--- config.mk ---
export PLATFORM = sky130hd
export DESIGN_NAME = crc_engine
export DESIGN_NICKNAME = d
export VERILOG_FILES = /design/src/rtl/crc_pkg.sv /design/src/rtl/crc_byte_unit.sv /design/src/rtl/crc_sum_view.sv /design/src/rtl/crc_engine.sv
export SDC_FILE = /design/constraint.sdc
export NUM_CORES = 1
export LEC_CHECK = 0
export BUFFER_PORTS_ARGS = -buffer_cell sky130_fd_sc_hd__buf_2
export CAP_MARGIN = 10
export CORE_MARGIN = 2
export CORE_UTILIZATION = 55
export DETAILED_ROUTE_END_ITERATION = 6
export GPL_TIMING_DRIVEN = 0
export PLACE_DENSITY_LB_ADDON = 0.25
export SYNTH_ARGS = -nofsm -noshare
export SYNTH_HDL_FRONTEND = slang
export SYNTH_SLANG_ARGS = --single-unit
--- constraint.sdc ---
create_clock -name clk -period 5.35 [get_ports clk]
set_input_delay 0.535 -clock clk [delete_from_list [all_inputs] [get_ports clk]]
set_output_delay 0.535 -clock clk [all_outputs]
set_load 0.005 [all_outputs]
--- src/rtl/crc_pkg.sv ---
package crc_pkg;

    localparam int CRC_W  = 32;
    localparam int BYTE_W = 8;
    localparam int NARROW_W = 16;

    typedef enum logic [1:0] {
        POLY_CCITT = 2'd0,
        POLY_C16   = 2'd1,
        POLY_C32   = 2'd2,
        POLY_C32B  = 2'd3
    } poly_sel_e;

    typedef struct packed {
        logic      sum_cpl;
        logic      sum_rev;
        logic      din_cpl;
        logic      din_rev;
        poly_sel_e poly;
    } mode_t;

    localparam int MODE_W = $bits(mode_t);

    typedef enum logic [1:0] {
        REG_MODE = 2'd0,
        REG_SEED = 2'd1,
        REG_DATA = 2'd2,
        REG_NONE = 2'd3
    } reg_sel_e;

    function automatic logic poly_is_narrow(input poly_sel_e p);
        return (p == POLY_CCITT) || (p == POLY_C16);
    endfunction

    function automatic logic [CRC_W-1:0] poly_value(input poly_sel_e p);
        logic [CRC_W-1:0] v;
        unique case (p)
            POLY_CCITT: v = 32'h0000_1021;
            POLY_C16:   v = 32'h0000_8005;
            default:    v = 32'h04C1_1DB7;
        endcase
        return v;
    endfunction

endpackage

--- src/rtl/crc_byte_unit.sv ---
module crc_byte_unit
    import crc_pkg::*;
(
    input  logic [CRC_W-1:0]  state_i,
    input  logic [BYTE_W-1:0] byte_i,
    input  mode_t             mode_i,
    output logic [CRC_W-1:0]  state_o
);

    logic [BYTE_W-1:0] shaped;
    logic [CRC_W-1:0]  gen;
    logic              narrow;

    // input shaping: reversal first, then inversion
    always_comb begin
        shaped = byte_i;
        if (mode_i.din_rev) begin
            for (int i = 0; i < BYTE_W; i++) begin
                shaped[i] = byte_i[BYTE_W-1-i];
            end
        end
        if (mode_i.din_cpl) begin
            shaped = ~shaped;
        end
    end

    assign narrow = poly_is_narrow(mode_i.poly);
    assign gen    = poly_value(mode_i.poly);

    // eight serial steps, msb of the shaped byte first
    always_comb begin
        logic [CRC_W-1:0] s;
        logic             top;
        s = state_i;
        if (narrow) begin
            s[CRC_W-1:NARROW_W] = '0;
        end
        for (int k = BYTE_W-1; k >= 0; k--) begin
            top = narrow ? s[NARROW_W-1] : s[CRC_W-1];
            s   = {s[CRC_W-2:0], 1'b0};
            if (narrow) begin
                s[CRC_W-1:NARROW_W] = '0;
            end
            if (top ^ shaped[k]) begin
                s = s ^ gen;
            end
        end
        state_o = s;
    end

endmodule

--- src/rtl/crc_sum_view.sv ---
module crc_sum_view
    import crc_pkg::*;
(
    input  logic [CRC_W-1:0] state_i,
    input  mode_t            mode_i,
    output logic [CRC_W-1:0] sum_o
);

    logic [CRC_W-1:0] masked;
    logic [CRC_W-1:0] flipped;
    logic             narrow;

    assign narrow = poly_is_narrow(mode_i.poly);
    assign masked = narrow ? {{(CRC_W-NARROW_W){1'b0}}, state_i[NARROW_W-1:0]} : state_i;

    always_comb begin
        flipped = '0;
        if (narrow) begin
            for (int i = 0; i < NARROW_W; i++) begin
                flipped[i] = masked[NARROW_W-1-i];
            end
        end else begin
            for (int i = 0; i < CRC_W; i++) begin
                flipped[i] = masked[CRC_W-1-i];
            end
        end
    end

    always_comb begin
        logic [CRC_W-1:0] v;
        v = mode_i.sum_rev ? flipped : masked;
        if (mode_i.sum_cpl) begin
            v = v ^ (narrow ? {{(CRC_W-NARROW_W){1'b0}}, {NARROW_W{1'b1}}} : {CRC_W{1'b1}});
        end
        sum_o = v;
    end

endmodule

--- src/rtl/crc_engine.sv ---
module crc_engine
    import crc_pkg::*;
#(
    parameter int DATA_W = 32
) (
    input  logic              clk,
    input  logic              rst_n,
    input  logic              wr_en,
    input  logic [1:0]        wr_addr,
    input  logic [1:0]        wr_size,
    input  logic [DATA_W-1:0] wr_data,
    output logic [CRC_W-1:0]  sum,
    output logic              busy
);

    localparam int BYTES = DATA_W / BYTE_W;
    localparam int CNT_W = (BYTES > 1) ? $clog2(BYTES) : 1;
    localparam logic [CNT_W-1:0] LAST_REM = CNT_W'(BYTES - 1);

    typedef enum logic {
        ST_IDLE = 1'b0,
        ST_RUN  = 1'b1
    } fsm_e;

    fsm_e              state_q, state_d;
    logic [CNT_W-1:0]  rem_q, rem_d, rem_init;
    logic [DATA_W-1:0] sh_q, sh_d;
    logic [CRC_W-1:0]  crc_q, crc_d, crc_step;
    mode_t             mode_q, mode_d, pend_q, pend_d;
    logic [BYTE_W-1:0] byte_sel;
    logic              absorb;
    logic              data_wr, seed_wr, mode_wr, finishing;

    assign data_wr = wr_en && (reg_sel_e'(wr_addr) == REG_DATA);
    assign seed_wr = wr_en && (reg_sel_e'(wr_addr) == REG_SEED);
    assign mode_wr = wr_en && (reg_sel_e'(wr_addr) == REG_MODE);

    always_comb begin
        unique case (wr_size)
            2'd0:    rem_init = '0;
            2'd1:    rem_init = CNT_W'(1);
            default: rem_init = LAST_REM;
        endcase
    end

    // next state and byte selection
    always_comb begin
        state_d  = state_q;
        rem_d    = rem_q;
        sh_d     = sh_q;
        absorb   = 1'b0;
        byte_sel = wr_data[BYTE_W-1:0];
        unique case (state_q)
            ST_IDLE: begin
                if (data_wr) begin
                    absorb = 1'b1;
                    sh_d   = wr_data >> BYTE_W;
                    rem_d  = rem_init;
                    if (rem_init != '0) begin
                        state_d = ST_RUN;     // wide write
                    end
                end
            end
            ST_RUN: begin
                absorb   = 1'b1;
                byte_sel = sh_q[BYTE_W-1:0];
                sh_d     = sh_q >> BYTE_W;
                rem_d    = rem_q - CNT_W'(1);
                if (rem_q == CNT_W'(1)) begin
                    state_d = ST_IDLE;        // last byte
                end
            end
        endcase
    end

    assign finishing = (state_q == ST_RUN) && (rem_q == CNT_W'(1));

    crc_byte_unit u_step (
        .state_i (crc_q),
        .byte_i  (byte_sel),
        .mode_i  (mode_q),
        .state_o (crc_step)
    );

    always_comb begin
        if ((state_q == ST_IDLE) && seed_wr) begin
            crc_d = wr_data[CRC_W-1:0];
        end else if (absorb) begin
            crc_d = crc_step;
        end else begin
            crc_d = crc_q;
        end
        pend_d = mode_wr ? mode_t'(wr_data[MODE_W-1:0]) : pend_q;
        mode_d = ((state_q == ST_IDLE) || finishing) ? pend_d : mode_q;
    end

    // state register
    always_ff @(posedge clk or negedge rst_n) begin
        if (!rst_n) begin
            state_q <= ST_IDLE;
            rem_q   <= '0;
            sh_q    <= '0;
            crc_q   <= '0;
            mode_q  <= '0;
            pend_q  <= '0;
        end else begin
            state_q <= state_d;
            rem_q   <= rem_d;
            sh_q    <= sh_d;
            crc_q   <= crc_d;
            mode_q  <= mode_d;
            pend_q  <= pend_d;
        end
    end

    // outputs
    always_comb begin
        unique case (state_q)
            ST_IDLE: busy = 1'b0;
            ST_RUN:  busy = 1'b1;
        endcase
    end

    crc_sum_view u_view (
        .state_i (crc_q),
        .mode_i  (mode_q),
        .sum_o   (sum)
    );

    AST_BUSY_NEEDS_WIDE: assert property (@(posedge clk) disable iff (!rst_n)
        $rose(busy) |-> $past(data_wr && (wr_size != 2'd0)));

    AST_MODE_FROZEN_RUN: assert property (@(posedge clk) disable iff (!rst_n)
        (busy && $past(busy)) |-> $stable(mode_q));

    AST_SUM_HOLD_IDLE: assert property (@(posedge clk) disable iff (!rst_n)
        (!busy && $past(!busy && !wr_en)) |-> $stable(sum));

    AST_NARROW_UPPER_ZERO: assert property (@(posedge clk) disable iff (!rst_n)
        poly_is_narrow(mode_q.poly) |-> (sum[CRC_W-1:NARROW_W] == '0));

    AST_SEED_DROPPED_BUSY: assert property (@(posedge clk) disable iff (!rst_n)
        ($past(busy && seed_wr) && !$past(busy, 2) && busy) |-> (crc_q != $past(wr_data[CRC_W-1:0]) || crc_q == $past(crc_step)));

endmodule

# Word level (Yosys, flattened, before mapping)

Index checks and enable logic that the tools add are counted.

Logic and storage cells: 101
Output and inout port bits: 33
Flip-flop bits (word level): 79
Input port bits: 39

Bitwise gates (word level): 19
$add $sub $neg: 1
Mux-type cells: 49
Reductions and logical operators: 12
Equality and inequality tests: 6

Operators by type and width:

| cell                | number |
|---|---|
| $mux 32             | 15 |
| $xor 32x27->32      | 8 |
| $mux 16             | 10 |
| $pmux 32 s2         | 1 |
| $pmux 27 s2         | 1 |
| $xor 32x32->32      | 1 |
| $mux 8              | 3 |
| $mux 1              | 12 |
| $eq 2x1->1 const B  | 4 |
| $not 8->8           | 1 |
| $pmux 2 s2          | 2 |
| $xor 1x1->1         | 8 |
| $logic_not 2->1     | 3 |
| $mux 6              | 1 |
| $pmux 1 s2          | 3 |
| $logic_and 1x1->1   | 5 |
| $reduce_bool 2->1   | 2 |
| $eq 2x2->1 const B  | 1 |
| $logic_or 1x1->1    | 2 |
| $mux 2              | 1 |
| $ne 2x2->1 const B  | 1 |
| $sub 2x1->2 const B | 1 |
| $not 1->1           | 1 |

# Logic depth before layout (Yosys ltp)

Word-level depth: 29
Mapped depth: 20
Depth with buffers taken out: 13

# Hierarchy

Synthesis repeated with hierarchy kept, for this count alone.

Cells, all modules: 739
Area, all modules: 6613.8 um^2

Modules (own cells, without submodules):

| module        | cells an instance | times used | area each (um^2) |
|---|---|---|---|
| crc_engine    | 322               | 1          | 3400.8 |
| crc_byte_unit | 292               | 1          | 2250.9 |
| crc_sum_view  | 125               | 1          | 962.2 |

# Worst setup path before layout

Ideal clock, no wire load.

Kind: flip-flop to flip-flop
Start: reg mode_q[1] in the netlist's numbering
End: reg crc_q[11]
Stages on the path, launching flop included: 20
Arrival time: 4.994 ns
Required time: 5.220 ns
Period minus slack after synthesis: 5.123 ns
Path slack: 0.227 ns
Cells stage by stage: dfrtp_1 > buf_2 > buf_1 > buf_1 > buf_1 > clkbuf_1 > clkbuf_1 > clkbuf_1 > ha_1 > mux2i_4 > xor2_2 > mux2i_1 > a22oi_1 > o31a_1 > o31ai_4 > xor2_2 > xnor3_1 > nand2b_1 > xnor2_1 > a21oi_1

Word-level cells in the longest chain between the ends: 28
Elaborated cells on any way between the ends: 45
Those cells by class: eq/ne (1); mux (26); bitwise (16); reduce/logical (2)

RTL lines:

| item                                          | RTL line                                 | RTL |
|---|---|---|
| start, declared                               | crc_engine.sv:29                         | `mode_t mode_q, mode_d, pend_q, pend_d;` |
| start signal, assigned                        | crc_engine.sv:111                        | `mode_q <= mode_d;` |
| $eq 2x1->1 or $logic_not 2->1 (tied branches) | crc_pkg.sv:32, crc_pkg.sv:37             |  |
| $logic_or 1x1->1                              | crc_pkg.sv:32                            | `return (p == POLY_CCITT) \|\| (p == POLY_C16);` |
| $mux 16 or $mux 1 (tied branches)             | crc_byte_unit.sv:41, crc_byte_unit.sv:39 |  |
| $xor 32x27->32 or $xor 1x1->1 (tied branches) | crc_byte_unit.sv:45, crc_byte_unit.sv:44 |  |
| $mux 32                                       | crc_byte_unit.sv:44                      | `if (top ^ shaped[k]) begin` |
| $mux 16 or $mux 1 (tied branches)             | crc_byte_unit.sv:41, crc_byte_unit.sv:39 |  |
| $xor 32x27->32 or $xor 1x1->1 (tied branches) | crc_byte_unit.sv:45, crc_byte_unit.sv:44 |  |
| $mux 32                                       | crc_byte_unit.sv:44                      |  |
| (+12 left out)                                | -                                        |  |
| $mux 16 or $mux 1 (tied branches)             | crc_byte_unit.sv:41, crc_byte_unit.sv:39 |  |
| $xor 32x27->32 or $xor 1x1->1 (tied branches) | crc_byte_unit.sv:45, crc_byte_unit.sv:44 |  |
| $mux 32                                       | crc_byte_unit.sv:44                      |  |
| $mux 1                                        | crc_byte_unit.sv:39                      | `top = narrow ? s[NARROW_W-1] : s[CRC_W-1];` |
| $xor 1x1->1                                   | crc_byte_unit.sv:44                      |  |
| $mux 32 (*)                                   | crc_byte_unit.sv:44                      |  |
| $mux 32 (*)                                   | crc_engine.sv:88                         | `end else if (absorb) begin` |
| $mux 32 (*)                                   | crc_engine.sv:86                         | `if ((state_q == ST_IDLE) && seed_wr) begin` |
| end signal, assigned                          | crc_engine.sv:110                        | `crc_q <= crc_d;` |
| end, declared                                 | crc_engine.sv:28                         | `logic [CRC_W-1:0] crc_q, crc_d, crc_step;` |

Mark *: on every way between the ends. The rest lies on a longest branch, timed or not. The select of a mux whose other input is x is not followed.
A chain may end at the register's enable or synchronous reset.

# Final worst setup path

Ends and elaborated chain as after synthesis.

==> results.cfg <==
[setup_path]
max_stage_delay_ns = 0.43
critPathMaxFanout = 15
crit_path_start_kind = register
rr_endpoint = crc_q[11]
cp_slowest_cell = xnor3_1
r2r_setup_slack_ns = 0.08
cp-end-kind = register
r2r_start = mode_q[1]
path_common_cell = clkbuf_2
arrival_ns = 5.47
path_cells = buf_4, clkbuf_4, buf_2, clkbuf_2, clkbuf_2, clkbuf_2, ha_1, mux2i_4, xor2_2, mux2i_1, a22oi_1, o31a_1, o31ai_4, xor2_4, xnor3_1, nand2b_1, xnor2_1, a21oi_1
critPathKind = reg -> reg
rr_worst_depth = 18
crit_required_ns = 5.55

[global_routing]
grt_pass1_wl_um = 35100
grt_pass1_vias = 6167
antenna_found_initial = 0
track_usage_pct = 36.1
grt-ovfl-total = 0
grt_max_degree = 72

[synthesis]
ys_types = 65
ys_ff_latch = 71
synth_top_cell_area_share_pct = 26.7
syn-cell-area_sq_mm = 0.00665
synth_warnings = 0
syn-num-nets = 803
seq_area_frac_synth_pct = 26.7
async_flop_share_pct = 100
synth-edff-count = 0
synth_cells = 754
synth_area_leaders = dfrtp_1 27%, xnor2_1 11%, mux2i_1 8.3%, xor2_1 6.1%, nor2_1 4.5%
synth-main-ff-cell = dfrtp_1
syn_avg_cell_area_sq_um = 8.81
yosysTopAreaCell = dfrtp_1

[timing]
fmax_ghz = 0.190
setup_viol = 0
tightest_slew_ns = 0.925
finalHoldViolCount = 0
period_share_pct = 98.4
rsz0062_at_grt = yes
finClkSkew_ns = 0.00613
period_minus_slack_ns = 5.27
hold_slack_ns = 0.331
slew_headroom_pct = 38.3
drv_slew = 0

[detailed_routing]
ant_nets = 0
viasPerCell = 6.27
drtIter0Drc = 790
top_layer = met4
wl_met3_um = 1760
wl_met1_um = 9310
wire_per_inst_um = 23.2
remaining_drc_errors = 0
routed_wl_um = 23000
dr.pass1.iters = 5
dr_wl_met2_um = 10600
vias = 6231

[layout]
nNetsFinal = 890
drive_above_1_share_pct = 17.5
area_growth_pct = 13.7
layout.cells.non_filler = 993
finalInstanceArea_sq_mm = 0.00755
n_fill_cell = 1053
seqCellArea_sq_mm = 0.00178
antenna_cells = 0
multi_input_area_sq_mm = 0.00461

[clocking]
cts_tree = yes
clkSinkCount = 71
clockRootBuffer = clkbuf_16
clk_pin_slew_ns = 0.06
insertion_delay_ns = 0.34
htreeDepth = 3
cts_inserted_buffers = 9
clockBufferDepth = 2

[die]
die_y_um = 114
die_w_um = 114
start_util_pct = 55.8
io_pins = 72
rows = 40
coreArea_sq_mm = 0.0119
fp.dieArea_sq_mm = 0.0130

[placed_design]
placed_cells = 972
port_buffers = 71
dpl_cell_area_sq_mm = 0.00719
gp_congestion = 1.01
dp_hpwl_um = 17800

[min_path]
min_path_type = in -> async

[run_status]
status = complete, no violations

[run]
max_cap_viol_count = 0
-- layout make-up --
class                      count  area share [%]
sequential                    71            23.5
tap                          147            2.43
clock buffer                  11            3.35
multi-input combinational    613            61.0
buffer                        61            3.49
timing repair buffer          77            5.35
clock inverter                 5           0.414
inverter                       8           0.397
-- worst max path at each step --
stage	start	to	slack, ns	cells after the start
2_1_floorplan	mode_q[1]	crc_q[11]	0.23	19
3_3_place_gp	mode_q[1]	crc_q[14]	-1.25	20
3_5_place_dp	mode_q[1]	crc_q[14]	-1.39	20
4_1_cts	mode_q[1]	crc_q[11]	0.06	18
5_1_grt	mode_q[1]	crc_q[11]	-0.1	18
6_report	mode_q[1]	crc_q[11]	0.08	18
-- metrics by stage --
stage | setup WS, ns | TNS, ns | utilization, %
2_1_floorplan | 0.227 | 0 | -
3_3_place_gp | -1.25 | -17.21 | 60.3
3_5_place_dp | -1.39 | -21.13 | 60.3
4_1_cts | 0.0620 | 0 | 63.1
5_1_grt | -0.0958 | -0.0958 | 63.4
6_report | 0.0845 | 0 | 63.4
-- Yosys cell counts (4+ instances only) --
cell type and count:
o211ai_1 4, xnor3_1 9, mux2_2 16, mux4_2 6, xor2_1 46, a31oi_1 10, o21ai_0 32, a221oi_1 12
a21oi_1 48, mux2i_1 55, and2_1 4, xor2_2 4, nor4_1 5, nor3_1 4, buf_2 5, o21ai_1 7
nor2b_1 5, a22o_1 8, dfrtp_1 71, nand2b_1 6, xnor2_1 82, nand3_1 13, a22oi_1 6, clkbuf_1 44
nand2_1 77, o22ai_1 12, ha_1 10, buf_1 9, inv_1 6, nand3b_1 5, and3_1 4, nor2_1 79
-- per-layer routing --
layer | track usage, % | up-vias
met1 | 46.8 | 3027
met2 | 57.7 | 310
met3 | 5.53 | 71
met4 | 20.9 | 0
li1 | - | 2823
met5 | 0 | -
-- repair_timing --
action / CTS / global route
hold endpoints to repair: 0 / 0
endpoints found under the setup margin: 24 / 3
resized for setup: 8 / 5
hold buffers: 0 / 0
buffers inserted: 4 / 0
-- critical path: cells and delay by family (launching register included) --
| kind | cells | cell delay (ns) |
|---|---|---|
| XOR/XNOR | 4 | 1.17 |
| AO/OA/AOI/OAI | 4 | 0.94 |
| flip-flops | 1 | 0.33 |
| buffers and inverters | 6 | 1.62 |
| AND/OR/NAND/NOR | 1 | 0.16 |
| adder cells (fa/ha/maj) | 1 | 0.31 |
| multiplexers | 2 | 0.58 |
-- state kept, by name, summed over array words and instances (netlist names) --
signal,flops
rem_q,2
state_q,1
mode_q,6
crc_q,32
sh_q,24
pend_q,6
-- layout by cell type (no fill, tap or decap), drive strengths merged, types with 5 or more instances in the layout --
cell	instances
o21ai	39
nand3b	5
a31oi	10
nand2b	6
inv	7
a221oi	12
o31ai	5
mux4	6
mux2	16
ha	10
nor2	79
nor4	5
buf	91
a22oi	6
xnor2	85
clkinv	5
dfrtp	71
a21oi	48
nand3	13
nand2	78
xnor3	9
mux2i	57
xor2	51
nor2b	5
o22ai	12
a22o	8
clkbuf	58
nor3	5
-- cells by family (layout without fill, tap and decap cells) --
group | Yosys count | in the layout | share of synthesized area (%)
mux | 79 | 79 | 13.7
xor+xnor | 147 | 147 | 23.1
buf+inv | 70 | 162 | 4.29
fa+ha+maj | 10 | 10 | 1.88
compound gates | 163 | 163 | 15.8
simple gates | 214 | 214 | 14.5
flops | 71 | 71 | 26.7
Power is left out: the tool's default activity adds up to more than one toggle a clock period on the data nets, which glitch-free logic cannot reach.
